==> config.mk <==
export PLATFORM = sky130hd
export DESIGN_NAME = fwb_seq
export DESIGN_NICKNAME = d
export VERILOG_FILES = /design/src/rtl/fwb_pkg.sv /design/src/rtl/fwb_regs.sv /design/src/rtl/fwb_ctrl.sv /design/src/rtl/fwb_addr.sv /design/src/rtl/fwb_seq.sv
export SDC_FILE = /design/constraint.sdc
export NUM_CORES = 1
export LEC_CHECK = 0
export ABC_AREA = 0
export BUFFER_PORTS_ARGS = -buffer_cell sky130_fd_sc_hd__buf_2
export CELL_PAD_IN_SITES_DETAIL_PLACEMENT = 1
export CELL_PAD_IN_SITES_GLOBAL_PLACEMENT = 2
export CORE_MARGIN = 8
export CORE_UTILIZATION = 39
export CTS_CLUSTER_DIAMETER = 100
export DETAILED_ROUTE_END_ITERATION = 16
export PLACE_DENSITY_LB_ADDON = 0.1
export SLEW_MARGIN = 0
export SYNTH_ARGS = -nofsm -noshare
export SYNTH_HDL_FRONTEND = slang
export SYNTH_SLANG_ARGS = --single-unit
==> constraint.sdc <==
create_clock -name clk -period 5.65 [get_ports clk]
set_input_delay 0 -clock clk [delete_from_list [all_inputs] [get_ports clk]]
set_output_delay 0 -clock clk [all_outputs]
set_load 0.01 [all_outputs]
==> src/rtl/fwb_pkg.sv <==
package fwb_pkg;

  localparam int REG_W = 32;
  localparam int DIM_W = 16;

  localparam logic [7:0] OFS_BASE   = 8'h00;
  localparam logic [7:0] OFS_STRIDE = 8'h04;
  localparam logic [7:0] OFS_SIZE   = 8'h08;
  localparam logic [7:0] OFS_CTRL   = 8'h0C;
  localparam logic [7:0] OFS_LINES  = 8'h10;

  localparam int CB_START = 0;
  localparam int CB_IEN   = 2;
  localparam int CB_STOP  = 14;
  localparam int CB_STRB  = 16;
  localparam int CB_SLEEP = 21;

  localparam logic [7:0] ID_HI = 8'h54;
  localparam logic [1:0] ID_LO = 2'b01;

  typedef enum logic {ST_IDLE, ST_RUN} fwb_state_e;

  typedef struct packed {
    logic       start;
    logic       ien;
    logic       stop;
    logic       sleep;
    logic [3:0] strb;
  } ctrl_wr_t;

endpackage

==> src/rtl/fwb_regs.sv <==
module fwb_regs
  import fwb_pkg::*;
#(
  parameter int ADDR_W = 32,
  parameter int CSR_AW = 8
) (
  input  logic                clk,
  input  logic                rst_n,
  input  logic                csr_we,
  input  logic [CSR_AW-1:0]   csr_addr,
  input  logic [REG_W-1:0]    csr_wdata,
  input  logic [REG_W-1:0]    ctrl_word,
  input  logic [DIM_W-1:0]    lines_done,
  output logic                ctrl_we,
  output logic [ADDR_W-1:0]   base_addr,
  output logic [ADDR_W-1:0]   stride,
  output logic [DIM_W-1:0]    width,
  output logic [DIM_W-1:0]    height,
  output logic [REG_W-1:0]    csr_rdata
);

  logic sel_base, sel_stride, sel_size, sel_ctrl, sel_lines;
  logic [ADDR_W-1:0]  base_q, stride_q;
  logic [2*DIM_W-1:0] size_q;

  always_comb begin
    sel_base   = (csr_addr == CSR_AW'(OFS_BASE));
    sel_stride = (csr_addr == CSR_AW'(OFS_STRIDE));
    sel_size   = (csr_addr == CSR_AW'(OFS_SIZE));
    sel_ctrl   = (csr_addr == CSR_AW'(OFS_CTRL));
    sel_lines  = (csr_addr == CSR_AW'(OFS_LINES));
  end

  assign ctrl_we = csr_we & sel_ctrl;

  always_ff @(posedge clk or negedge rst_n) begin
    if (!rst_n) begin
      base_q   <= '0;
      stride_q <= '0;
      size_q   <= '0;
    end else begin
      if (csr_we && sel_base)   base_q   <= csr_wdata[ADDR_W-1:0];
      if (csr_we && sel_stride) stride_q <= csr_wdata[ADDR_W-1:0];
      if (csr_we && sel_size)   size_q   <= csr_wdata[2*DIM_W-1:0];
    end
  end

  assign base_addr = base_q;
  assign stride    = stride_q;
  assign width     = size_q[DIM_W-1:0];
  assign height    = size_q[2*DIM_W-1:DIM_W];

  always_comb begin
    csr_rdata = '0;
    if (sel_base)   csr_rdata = REG_W'(base_q);
    if (sel_stride) csr_rdata = REG_W'(stride_q);
    if (sel_size)   csr_rdata = REG_W'(size_q);
    if (sel_ctrl)   csr_rdata = ctrl_word;
    if (sel_lines)  csr_rdata = REG_W'(lines_done);
  end

endmodule

==> src/rtl/fwb_ctrl.sv <==
module fwb_ctrl
  import fwb_pkg::*;
(
  input  logic             clk,
  input  logic             rst_n,
  input  logic             ctrl_we,
  input  ctrl_wr_t         cw,
  input  logic             frame_done,
  input  logic             dims_zero,
  output logic             busy,
  output logic             start,
  output logic             stop_hit,
  output logic [3:0]       strb,
  output logic             irq,
  output logic [REG_W-1:0] ctrl_word
);

  fwb_state_e state_q, state_d;
  logic       ien_q, ien_d, sleep_q, sleep_d, irq_q, irq_d;
  logic [3:0] strb_q, strb_d;
  logic       go_req, zero_done, idle_evt;

  assign busy      = (state_q == ST_RUN);
  assign go_req    = ctrl_we & cw.start & ~cw.stop & ~cw.sleep & ~busy;
  assign start     = go_req & ~dims_zero;
  assign zero_done = go_req & dims_zero;
  assign stop_hit  = ctrl_we & cw.stop & busy;
  assign idle_evt  = (busy & (stop_hit | frame_done)) | zero_done;

  always_comb begin
    state_d = state_q;
    case (state_q)
      ST_IDLE: if (start) state_d = ST_RUN;
      ST_RUN:  if (stop_hit || frame_done) state_d = ST_IDLE;
      default: state_d = ST_IDLE;
    endcase
    ien_d   = ctrl_we ? cw.ien   : ien_q;
    sleep_d = ctrl_we ? cw.sleep : sleep_q;
    strb_d  = ctrl_we ? cw.strb  : strb_q;
    irq_d   = ien_d & (irq_q | idle_evt);
  end

  always_ff @(posedge clk or negedge rst_n) begin
    if (!rst_n) begin
      state_q <= ST_IDLE;
      ien_q   <= 1'b0;
      sleep_q <= 1'b0;
      strb_q  <= 4'h0;
      irq_q   <= 1'b0;
    end else begin
      state_q <= state_d;
      ien_q   <= ien_d;
      sleep_q <= sleep_d;
      strb_q  <= strb_d;
      irq_q   <= irq_d;
    end
  end

  assign strb      = strb_q;
  assign irq       = irq_q;
  assign ctrl_word = {ID_HI, ID_LO, sleep_q, 1'b0, strb_q, 13'b0, ien_q, busy, 1'b0};

  a_r8_irq_needs_enable: assert property (@(posedge clk) disable iff (!rst_n)
    irq |-> ien_q);
  a_r9_stop_idles: assert property (@(posedge clk) disable iff (!rst_n)
    stop_hit |=> !busy);
  a_r10_go_while_busy: assert property (@(posedge clk) disable iff (!rst_n)
    (busy && ctrl_we && cw.start && !cw.stop && !frame_done) |=> busy);
  a_r11_sleep_blocks_go: assert property (@(posedge clk) disable iff (!rst_n)
    (!busy && ctrl_we && cw.sleep) |=> !busy);
  a_r12_zero_size_idle: assert property (@(posedge clk) disable iff (!rst_n)
    zero_done |=> (!busy && (irq == cw_ien_past)));

  logic cw_ien_past;
  always_ff @(posedge clk or negedge rst_n) begin
    if (!rst_n) cw_ien_past <= 1'b0;
    else        cw_ien_past <= cw.ien;
  end

endmodule

==> src/rtl/fwb_addr.sv <==
module fwb_addr
  import fwb_pkg::*;
#(
  parameter int ADDR_W = 32
) (
  input  logic              clk,
  input  logic              rst_n,
  input  logic              start,
  input  logic              accept,
  input  logic              busy,
  input  logic [ADDR_W-1:0] base_addr,
  input  logic [ADDR_W-1:0] stride,
  input  logic [DIM_W-1:0]  width,
  input  logic [DIM_W-1:0]  height,
  output logic [ADDR_W-1:0] wr_addr,
  output logic              frame_done,
  output logic [DIM_W-1:0]  lines_done
);

  logic [DIM_W-1:0]  word_q, word_d, line_q, line_d, prog_q, prog_d;
  logic [ADDR_W-1:0] row_q, row_d;
  logic              line_end;

  assign line_end   = accept & (word_q == width - DIM_W'(1));
  assign frame_done = line_end & (line_q == height - DIM_W'(1));

  always_comb begin
    word_d = word_q;
    line_d = line_q;
    row_d  = row_q;
    prog_d = prog_q;
    if (start) begin
      word_d = '0;
      line_d = '0;
      row_d  = base_addr;
      prog_d = '0;
    end else if (accept) begin
      if (line_end) begin
        word_d = '0;
        line_d = line_q + DIM_W'(1);
        row_d  = row_q + stride;
        prog_d = prog_q + DIM_W'(1);
      end else begin
        word_d = word_q + DIM_W'(1);
      end
    end
  end

  always_ff @(posedge clk or negedge rst_n) begin
    if (!rst_n) begin
      word_q <= '0;
      line_q <= '0;
      row_q  <= '0;
      prog_q <= '0;
    end else begin
      word_q <= word_d;
      line_q <= line_d;
      row_q  <= row_d;
      prog_q <= prog_d;
    end
  end

  assign wr_addr    = row_q + ADDR_W'({word_q, 2'b00});
  assign lines_done = prog_q;

  a_r4_start_clears: assert property (@(posedge clk) disable iff (!rst_n)
    start |=> (lines_done == '0 && wr_addr == $past(base_addr)));
  a_r5_word_step: assert property (@(posedge clk) disable iff (!rst_n)
    (accept && !line_end) |=> wr_addr == $past(wr_addr) + ADDR_W'(4));
  a_r7_lines_bounded: assert property (@(posedge clk) disable iff (!rst_n)
    busy |-> lines_done < height);

endmodule

==> src/rtl/fwb_seq.sv <==
module fwb_seq
  import fwb_pkg::*;
#(
  parameter int ADDR_W = 32,
  parameter int CSR_AW = 8
) (
  input  logic              clk,
  input  logic              rst_n,
  input  logic              csr_we,
  input  logic [CSR_AW-1:0] csr_addr,
  input  logic [31:0]       csr_wdata,
  output logic [31:0]       csr_rdata,
  input  logic              px_valid,
  input  logic [31:0]       px_data,
  output logic              px_ready,
  output logic              mw_valid,
  input  logic              mw_ready,
  output logic [ADDR_W-1:0] mw_addr,
  output logic [31:0]       mw_data,
  output logic [3:0]        mw_strb,
  output logic              irq
);

  logic              ctrl_we, busy, start, stop_hit, frame_done, accept, dims_zero;
  logic [ADDR_W-1:0] base_addr, stride;
  logic [DIM_W-1:0]  width, height, lines_done;
  logic [REG_W-1:0]  ctrl_word;
  ctrl_wr_t          cw;

  always_comb begin
    cw.start = csr_wdata[CB_START];
    cw.ien   = csr_wdata[CB_IEN];
    cw.stop  = csr_wdata[CB_STOP];
    cw.sleep = csr_wdata[CB_SLEEP];
    cw.strb  = csr_wdata[CB_STRB +: 4];
  end

  assign dims_zero = (width == '0) | (height == '0);

  fwb_regs #(.ADDR_W(ADDR_W), .CSR_AW(CSR_AW)) u_regs (
    .clk(clk), .rst_n(rst_n), .csr_we(csr_we), .csr_addr(csr_addr),
    .csr_wdata(csr_wdata), .ctrl_word(ctrl_word), .lines_done(lines_done),
    .ctrl_we(ctrl_we), .base_addr(base_addr), .stride(stride),
    .width(width), .height(height), .csr_rdata(csr_rdata)
  );

  fwb_ctrl u_ctrl (
    .clk(clk), .rst_n(rst_n), .ctrl_we(ctrl_we), .cw(cw),
    .frame_done(frame_done), .dims_zero(dims_zero), .busy(busy),
    .start(start), .stop_hit(stop_hit), .strb(mw_strb), .irq(irq),
    .ctrl_word(ctrl_word)
  );

  fwb_addr #(.ADDR_W(ADDR_W)) u_addr (
    .clk(clk), .rst_n(rst_n), .start(start), .accept(accept), .busy(busy),
    .base_addr(base_addr), .stride(stride), .width(width), .height(height),
    .wr_addr(mw_addr), .frame_done(frame_done), .lines_done(lines_done)
  );

  assign mw_valid = busy & px_valid & ~stop_hit;
  assign px_ready = busy & mw_ready & ~stop_hit;
  assign accept   = mw_valid & mw_ready;
  assign mw_data  = px_data;

  a_r6_valid_needs_busy: assert property (@(posedge clk) disable iff (!rst_n)
    mw_valid |-> busy);
  a_r6_take_means_write: assert property (@(posedge clk) disable iff (!rst_n)
    (px_valid && px_ready) |-> (mw_valid && mw_ready));
  a_r6_stall_holds: assert property (@(posedge clk) disable iff (!rst_n)
    (mw_valid && !mw_ready && !stop_hit) |=> $stable(mw_addr));

endmodule

==> flow_results.xml, run 1 <==
<?xml version="1.0" encoding="UTF-8"?>
<metrics>
  <group name="logic_synthesis">
    <metric name="ys_seq_area_share" unit="%">37.2</metric>
    <metric name="netlist.area_leader.share" unit="%">37.2</metric>
    <metric name="ys_async_sr_fraction" unit="%">100</metric>
    <metric name="syn_area" unit="mm²">0.0124</metric>
    <metric name="synthCells" unit="">1294</metric>
    <metric name="synth-main-ff-cell" unit="">sky130_fd_sc_hd__dfrtp_1</metric>
    <metric name="yosys.area.top_type" unit="">sky130_fd_sc_hd__dfrtp_1</metric>
    <metric name="synth_most_common_cell" unit="">sky130_fd_sc_hd__dfrtp_1</metric>
    <metric name="yosys_warnings" unit="">0</metric>
    <metric name="synth_commonest_cells" unit="">sky130_fd_sc_hd__dfrtp_1 (184), sky130_fd_sc_hd__mux2_2 (102), sky130_fd_sc_hd__nand2_1 (102)</metric>
    <metric name="postSynthRegisterBits" unit="">184</metric>
    <metric name="post_synth_num_cell_types" unit="">76</metric>
    <metric name="netlist_top_cells_area" unit="">sky130_fd_sc_hd__dfrtp_1 (37%), sky130_fd_sc_hd__mux2_2 (9.3%), sky130_fd_sc_hd__ha_1 (5.4%)</metric>
    <metric name="syn-num-nets" unit="">1426</metric>
    <metric name="synth_edf_count" unit="">0</metric>
    <metric name="post_synth.cell_area_avg" unit="µm²">9.56</metric>
  </group>
  <group name="cts">
    <metric name="cts.reportedPaths.clkPinSlew" unit="ns">0.07</metric>
    <metric name="clock_tree.htree_level_count" unit="">4</metric>
    <metric name="clk_path_buf_depth" unit="">2</metric>
    <metric name="clock_latency" unit="ns">0.45</metric>
    <metric name="clock_tree_from_tritoncts" unit="">done</metric>
    <metric name="numCtsBuffers" unit="">17</metric>
    <metric name="clock-root-buffer" unit="">sky130_fd_sc_hd__clkbuf_16</metric>
    <metric name="ctsResizeCount" unit="">0</metric>
    <metric name="clock_sinks" unit="">184</metric>
  </group>
  <group name="floorplan">
    <metric name="dieWidth" unit="µm">194</metric>
    <metric name="starting_utilization_of_the_core_area" unit="%">39.4</metric>
    <metric name="die-height" unit="µm">194</metric>
    <metric name="die_area" unit="mm²">0.0377</metric>
    <metric name="num_rows" unit="">65</metric>
    <metric name="core_area" unit="mm²">0.0314</metric>
    <metric name="top_level_ports" unit="">180</metric>
  </group>
  <group name="timing">
    <metric name="finalWorstPathRequiredPeriod" unit="ns">4.35</metric>
    <metric name="max_clock_freq" unit="MHz">230</metric>
    <metric name="max_slew.worst_pin.slew" unit="ns">1.13</metric>
    <metric name="timing.slew.headroom" unit="%">24.4</metric>
    <metric name="report.final.slew_viol_count" unit="">0</metric>
    <metric name="hold-worst-slack" unit="ns">0.00000443</metric>
    <metric name="unrepaired_setup_endpoints_after_global_routing" unit="">false</metric>
    <metric name="setup_tns" unit="ns">0</metric>
    <metric name="finalSetupViolations" unit="">0</metric>
    <metric name="fin_crit_sh" unit="%">77.0</metric>
    <metric name="report.final.hold_viol_count" unit="">0</metric>
    <metric name="final.setup_skew" unit="ns">0.0157</metric>
  </group>
  <group name="setup_path">
    <metric name="critPathMaxFanout" unit="">32</metric>
    <metric name="cp.required" unit="ns">5.95</metric>
    <metric name="delay_of_the_slowest_critical_path_stage" unit="ns">0.90</metric>
    <metric name="setup.reg_to_reg.worst_slack" unit="ns">1.30</metric>
    <metric name="r2r-end" unit="">u_addr.row_q[13]</metric>
    <metric name="worst-setup-path-type" unit="">reg2reg</metric>
    <metric name="r2r_cells" unit="">11</metric>
    <metric name="worst_path_dominant_cell_family" unit="">simple AND/OR/NAND/NOR gates</metric>
    <metric name="critical_path_capture_point_type" unit="">flip-flop</metric>
    <metric name="rr_startpoint" unit="">u_regs.size_q[2]</metric>
    <metric name="buffers_and_inverters_on_the_worst_path" unit="">2</metric>
    <metric name="worstPathCellList" unit="">nor4_4 &gt; nand4_2 &gt; xnor2_2 &gt; nand2b_1 &gt; or4b_4 &gt; nor4b_4 &gt; buf_12 &gt; nor2_2 &gt; buf_4 &gt; a22oi_1 &gt; o21ai_0</metric>
    <metric name="critPathSlowestCell" unit="">sky130_fd_sc_hd__nor4b_4</metric>
    <metric name="startpoint_type" unit="">flip-flop</metric>
    <metric name="crit_arrival" unit="ns">4.65</metric>
  </group>
  <group name="layout">
    <metric name="stdcell_count" unit="">1786</metric>
    <metric name="post_route_cells_drive_above_1_share" unit="%">20.6</metric>
    <metric name="antenna_cells" unit="">0</metric>
    <metric name="area_growth_syn_to_layout" unit="%">12.9</metric>
    <metric name="finalNetCount" unit="">1503</metric>
    <metric name="design_area" unit="mm²">0.0140</metric>
  </group>
  <group name="min_path">
    <metric name="whs_endpoint" unit="">mw_data[19]</metric>
    <metric name="worst_hold_path_type" unit="">in2out</metric>
    <metric name="min_path_cells" unit="">0</metric>
    <metric name="min-delay-start" unit="">px_data[19]</metric>
  </group>
  <group name="placement">
    <metric name="place_congestion" unit="">0.823</metric>
    <metric name="port_buffers" unit="">115</metric>
    <metric name="place.detailed.instances" unit="">1720</metric>
    <metric name="detailed_place.area" unit="mm²">0.0130</metric>
    <metric name="place_hpwl" unit="mm">31.7</metric>
  </group>
  <group name="power_and_ir_drop">
    <metric name="totalPowerFinal" unit="mW">3.00</metric>
    <metric name="leakagePower" unit="nW">6.96</metric>
    <metric name="irDropWorstVdd" unit="mV">0.210</metric>
    <metric name="cellPowerDensity" unit="mW/mm²">215</metric>
  </group>
  <group name="grt">
    <metric name="grt_pass1_wl" unit="mm">68.3</metric>
    <metric name="grt_antenna_before_repair" unit="">1</metric>
    <metric name="grt_pass1_vias" unit="">11100</metric>
    <metric name="pin_count_of_the_biggest_net_entering_global_routing" unit="">69</metric>
    <metric name="gr-usage-all-layers" unit="%">23.2</metric>
    <metric name="overflow" unit="">0</metric>
  </group>
  <group name="routing">
    <metric name="totalWireLength" unit="mm">43.6</metric>
    <metric name="first_iter_violations" unit="">634</metric>
    <metric name="dr.pass1.iters" unit="">6</metric>
    <metric name="vias_per_cell" unit="">5.84</metric>
    <metric name="post-route-drc-count" unit="">0</metric>
    <metric name="routed_wire_length_per_instance" unit="µm">24.4</metric>
    <metric name="vias" unit="">10400</metric>
    <metric name="antenna_left" unit="">0</metric>
  </group>
  <group name="job">
    <metric name="max_cap_violations" unit="">0</metric>
  </group>
  <group name="run_status">
    <metric name="outcome" unit="">complete, no violations</metric>
  </group>
</metrics>
## where the power goes
part | switching (mW) | internal (mW) | total (mW)
sequential | 0.0533 | 1.35 | 1.40
clock | 0.557 | 0.716 | 1.27
combinational | 0.175 | 0.146 | 0.321
## worst register-to-register path, delay by kind of cell (launching register included)
| family | cells | cell delay [ns] |
|---|---|---|
| AND/OR/NAND/NOR | 6 | 2.52 |
| XOR/XNOR | 1 | 0.21 |
| flip-flops | 1 | 0.54 |
| AO/OA/AOI/OAI | 2 | 0.34 |
| buffers and inverters | 2 | 0.59 |
## cells by family (layout without fill, tap and decap cells)
logic type,count (synthesis),after routing,share of synthesized area [%]
AO/OA/AOI/OAI,284,284,15.5
AND/OR/NAND/NOR,402,402,17.5
buffers and inverters,137,227,5.47
multiplexers,109,109,9.85
adder cells (fa/ha/maj),55,55,5.68
flip-flops,184,184,37.2
XOR/XNOR,123,123,8.77
## layout make-up
type                       instances  area (µm²)
fill                            3574       17400
multi-input combinational        973        7100
sequential                       184        4600
timing repair buffer             163        1040
tap                              402         503
clock buffer                      19         453
clock inverter                    13         153
inverter                          32         120
## cells in the final DEF, fill, tap and decap left out, types with 17 or more instances in the layout
cell type | netlist | final
sky130_fd_sc_hd__nor3_1 | 18 | 18
sky130_fd_sc_hd__xnor2_1 | 55 | 55
sky130_fd_sc_hd__nor2_1 | 96 | 95
sky130_fd_sc_hd__mux2_2 | 102 | 102
sky130_fd_sc_hd__nand4_1 | 31 | 31
sky130_fd_sc_hd__a22oi_1 | 30 | 30
sky130_fd_sc_hd__and3_1 | 30 | 30
sky130_fd_sc_hd__buf_2 | 3 | 114
sky130_fd_sc_hd__dfrtp_1 | 184 | 184
sky130_fd_sc_hd__dlygate4sd3_1 | 0 | 34
sky130_fd_sc_hd__ha_1 | 53 | 53
sky130_fd_sc_hd__a21o_1 | 19 | 19
sky130_fd_sc_hd__a222oi_1 | 27 | 27
sky130_fd_sc_hd__xor2_1 | 67 | 67
sky130_fd_sc_hd__nand2_1 | 102 | 102
sky130_fd_sc_hd__inv_1 | 32 | 32
sky130_fd_sc_hd__o21ai_0 | 58 | 58
sky130_fd_sc_hd__nand3_1 | 27 | 27
sky130_fd_sc_hd__a21oi_1 | 68 | 68
sky130_fd_sc_hd__clkbuf_16 | 0 | 17
## timing repair
item                                    CTS  global route
hold buffers                             34             0
endpoints found under the setup margin    0             0
hold endpoints to repair                161             0
setup buffers                             0             0
## sequential cells by signal, indices dropped and copies added, names as in the netlist
name,cells
u_ctrl.busy,1
u_ctrl.strb,4
u_regs.base_addr,32
u_addr.word_q,16
u_regs.stride,32
u_ctrl.ien_q,1
u_ctrl.sleep_q,1
u_addr.line_q,16
u_addr.lines_done,16
u_ctrl.irq,1
u_regs.size_q,32
u_addr.row_q,32
## layer usage
metal	wire length, µm	track usage (%)	up-vias
met5	0	0	-
met4	1210	7.67	0
met3	2270	5.00	61
met2	21300	39.2	269
met1	18800	29.0	5255
li1	-	-	4846
## how the worst max path moves through the flow
stage | startpoint | to | depth (start not counted)
floorplan | u_addr.row_q[0] | u_addr.row_q[28] | 12
global placement | u_regs.size_q[2] | u_addr.row_q[22] | 11
detailed placement | u_regs.size_q[2] | u_addr.row_q[13] | 11
CTS | u_regs.size_q[2] | u_addr.row_q[13] | 11
global route | u_regs.size_q[2] | u_addr.row_q[25] | 11
finish | u_regs.size_q[2] | u_addr.row_q[13] | 11
## stage by stage
stage / setup slack, ns / utilization (%)
floorplan: 2.53 / -
global placement: 1.44 / 41.5
detailed placement: 1.37 / 41.5
CTS: 1.33 / 44.5
global route: 1.03 / 44.5
finish: 1.30 / 44.5
No activity file was read; power rests on OpenSTA's default activity.
==> inputs of run 2 (changes only) <==
- CORE_UTILIZATION: 39 -> 33
- clock period: 5.65 -> 3.7 ns (I/O delays scaled with it)
==> flow_results.xml, run 2 (synthesis gave the netlist of run 1 again) <==
<?xml version="1.0" encoding="UTF-8"?>
<metrics>
  <group name="floorplan">
    <metric name="top_level_ports" unit="">180</metric>
    <metric name="die-height" unit="µm">210</metric>
    <metric name="starting_utilization_of_the_core_area" unit="%">33.2</metric>
    <metric name="die_area" unit="mm²">0.0440</metric>
    <metric name="core_area" unit="mm²">0.0373</metric>
    <metric name="num_rows" unit="">71</metric>
    <metric name="dieWidth" unit="µm">210</metric>
  </group>
  <group name="layout">
    <metric name="mostFrequentLayoutCells" unit="">sky130_fd_sc_hd__dfrtp_1 (183), sky130_fd_sc_hd__buf_2 (114), sky130_fd_sc_hd__mux2_2 (102)</metric>
    <metric name="finalNetCount" unit="">1546</metric>
    <metric name="final_common_cell" unit="">sky130_fd_sc_hd__dfrtp_1</metric>
    <metric name="post_route_cells_drive_above_1_share" unit="%">23.2</metric>
    <metric name="finish.utilization" unit="%">38.8</metric>
    <metric name="antenna_cells" unit="">0</metric>
    <metric name="area_occupied_by_multi_input_gates" unit="mm²">0.00711</metric>
    <metric name="fillers" unit="">4268</metric>
    <metric name="register_area" unit="mm²">0.00461</metric>
    <metric name="area_growth_syn_to_layout" unit="%">16.9</metric>
  </group>
  <group name="placement">
    <metric name="place_congestion" unit="">0.865</metric>
    <metric name="port_buffers" unit="">115</metric>
    <metric name="place_hpwl" unit="mm">35.0</metric>
    <metric name="post-place-ws" unit="ns">0.282</metric>
  </group>
  <group name="setup_path">
    <metric name="r2r_cells" unit="">9</metric>
    <metric name="startpoint_type" unit="">flip-flop</metric>
    <metric name="crit_arrival" unit="ns">3.47</metric>
    <metric name="cp.required" unit="ns">3.70</metric>
    <metric name="critPathMaxFanout" unit="">8</metric>
    <metric name="worst-setup-path-type" unit="">reg2out</metric>
    <metric name="most_common_cell_on_crit_path" unit="">sky130_fd_sc_hd__o21a_1</metric>
    <metric name="delay_of_the_slowest_critical_path_stage" unit="ns">0.59</metric>
    <metric name="worstPathCellList" unit="">ha_1 &gt; nor2b_1 &gt; o21a_1 &gt; o21a_1 &gt; o41a_1 &gt; a211oi_2 &gt; o21ai_0 &gt; buf_4 &gt; and4_1 &gt; xor2_1 &gt; buf_2</metric>
    <metric name="buffers_and_inverters_on_the_worst_path" unit="">2</metric>
    <metric name="worst_path_dominant_cell_family" unit="">compound AO/OA/AOI/OAI gates</metric>
    <metric name="setup.reg_to_reg.worst_slack" unit="ns">0.25</metric>
    <metric name="critPathSlowestCell" unit="">sky130_fd_sc_hd__dfrtp_1</metric>
    <metric name="r2r-end" unit="">u_ctrl.busy</metric>
    <metric name="critical_path_capture_point_type" unit="">output pin</metric>
    <metric name="rr_startpoint" unit="">u_regs.size_q[6]</metric>
    <metric name="timing.critical_path.from" unit="">u_addr.word_q[2]</metric>
  </group>
  <group name="min_path">
    <metric name="worst_hold_path_type" unit="">in2out</metric>
    <metric name="min-delay-start" unit="">px_data[5]</metric>
    <metric name="whs_endpoint" unit="">mw_data[5]</metric>
    <metric name="min_path_cells" unit="">0</metric>
  </group>
  <group name="grt">
    <metric name="overflow" unit="">0</metric>
    <metric name="grt_pass1_wl" unit="mm">71.8</metric>
    <metric name="gr-usage-all-layers" unit="%">21.2</metric>
    <metric name="grt_pass1_vias" unit="">11300</metric>
    <metric name="pin_count_of_the_biggest_net_entering_global_routing" unit="">93</metric>
    <metric name="grt_antenna_before_repair" unit="">0</metric>
  </group>
  <group name="cts">
    <metric name="clock_sinks" unit="">184</metric>
    <metric name="clock-root-buffer" unit="">sky130_fd_sc_hd__clkbuf_16</metric>
    <metric name="numCtsBuffers" unit="">17</metric>
    <metric name="clock_tree_from_tritoncts" unit="">done</metric>
    <metric name="clock_tree.htree_level_count" unit="">4</metric>
    <metric name="clk_path_buf_depth" unit="">2</metric>
    <metric name="post_cts.repair.setup_buffers" unit="">0</metric>
    <metric name="cts.reportedPaths.clkPinSlew" unit="ns">0.07</metric>
    <metric name="clock_latency" unit="ns">0.47</metric>
  </group>
  <group name="routing">
    <metric name="detailroute.wirelength.met2" unit="mm">23.2</metric>
    <metric name="antenna_left" unit="">0</metric>
    <metric name="wl_met1" unit="mm">20.9</metric>
    <metric name="post-route-drc-count" unit="">0</metric>
    <metric name="vias_per_cell" unit="">5.56</metric>
    <metric name="dr.pass1.iters" unit="">7</metric>
    <metric name="routed_wire_length_per_instance" unit="µm">24.3</metric>
    <metric name="routed.top_layer" unit="">met4</metric>
    <metric name="first_iter_violations" unit="">537</metric>
    <metric name="dr_wl_met3" unit="mm">1.25</metric>
    <metric name="vias" unit="">10600</metric>
    <metric name="totalWireLength" unit="mm">46.2</metric>
  </group>
  <group name="timing">
    <metric name="finalWorstPathRequiredPeriod" unit="ns">3.47</metric>
    <metric name="fin_crit_sh" unit="%">93.9</metric>
    <metric name="max_clock_freq" unit="MHz">288</metric>
    <metric name="timing.slew.headroom" unit="%">21.3</metric>
    <metric name="unrepaired_setup_endpoints_after_global_routing" unit="">false</metric>
    <metric name="report.final.slew_viol_count" unit="">0</metric>
    <metric name="finalSetupViolations" unit="">0</metric>
    <metric name="setup_tns" unit="ns">0</metric>
    <metric name="report.final.hold_viol_count" unit="">0</metric>
    <metric name="timing.final.ws_setup" unit="ns">0.225</metric>
    <metric name="max_slew.worst_pin.slew" unit="ns">1.18</metric>
    <metric name="final.setup_skew" unit="ns">0.0186</metric>
  </group>
  <group name="power_and_ir_drop">
    <metric name="switching_share" unit="%">26.1</metric>
    <metric name="p_int" unit="mW">3.54</metric>
    <metric name="power_frac_seq" unit="%">44.5</metric>
    <metric name="cellPowerDensity" unit="mW/mm²">331</metric>
    <metric name="power.net_switching" unit="mW">1.25</metric>
    <metric name="totalPowerFinal" unit="mW">4.79</metric>
    <metric name="leakagePower" unit="nW">7.19</metric>
    <metric name="irDropWorstVdd" unit="mV">0.304</metric>
    <metric name="pwr-share-comb" unit="%">11.1</metric>
    <metric name="clockPowerShare" unit="%">44.3</metric>
  </group>
  <group name="run_status">
    <metric name="outcome" unit="">complete, no violations</metric>
  </group>
  <group name="job">
    <metric name="max_cap_violations" unit="">0</metric>
  </group>
</metrics>
run 2: changes by cell type in the layout (fill, tap and decap cells not counted), moves of 2 or more:
| cell | previous run | this run |
|---|---|---|
| sky130_fd_sc_hd__buf_4 | 13 | 55 |
| sky130_fd_sc_hd__bufinv_16 | 3 | 5 |
| sky130_fd_sc_hd__clkinv_2 | 6 | 0 |
| sky130_fd_sc_hd__clkinv_4 | 2 | 0 |
| sky130_fd_sc_hd__clkinvlp_4 | 2 | 4 |
| sky130_fd_sc_hd__inv_6 | 0 | 4 |
| sky130_fd_sc_hd__nand2_1 | 102 | 100 |
| sky130_fd_sc_hd__nand2_2 | 0 | 2 |
run 2: routing by layer:
metal	GRT usage, %	vias up
li1	-	4936
met1	27.2	5424
met2	36.8	177
met3	3.40	34
met4	5.35	0
met5	0	-
run 2: area by class of cell:
cell class | instances | share of cell area [%]
multi-input cells | 973 | 49.2
flip-flops and latches | 184 | 31.8
repair buffers | 206 | 9.52
well taps | 474 | 4.10
clock buffers | 19 | 3.06
clock inverters | 13 | 1.49
inverters | 32 | 0.830
run 2: repair_timing:
item                                    4_1_cts  5_1_grt
endpoints found under the hold margin       193        0
endpoints found under the setup margin        0        6
hold buffers                                 34        0
resized for setup                             0        2
run 2: stage by stage:
step	cells	hold WS [ns]	area [µm²]
final	1901	0.00000445	14500
after CTS	1901	0.0000686	14500
after global placement	1835	0.0000686	13500
after floorplan	1294	-0.296	12400
after detailed placement	1835	0.0000686	13500
after global routing	1901	0.0000198	14500
run 2: worst max path at each step:
| stage | depth (start not counted) | endpoint | slack, ns |
|---|---|---|---|
| 2_1_floorplan | 12 | u_addr.row_q[28] | 0.58 |
| 5_1_grt | 14 | mw_addr[24] | 0.005 |
| 3_5_place_dp | 9 | u_ctrl.busy | 0.28 |
| 3_3_place_gp | 9 | u_ctrl.busy | 0.34 |
| 6_report | 11 | mw_addr[28] | 0.23 |
| 4_1_cts | 13 | mw_addr[28] | 0.02 |
run 2: power by group through the flow:
| stage | logic, mW | clock network, mW | registers (mW) |
|---|---|---|---|
| final | 0.533 | 2.12 | 2.13 |
| after global routing | 0.591 | 2.24 | 2.14 |
| after CTS | 0.539 | 2.17 | 2.13 |
| after detailed placement | 0.508 | 0 | 2.17 |
| after global placement | 0.503 | 0 | 2.17 |
| after floorplan | 0.347 | 0 | 2.14 |
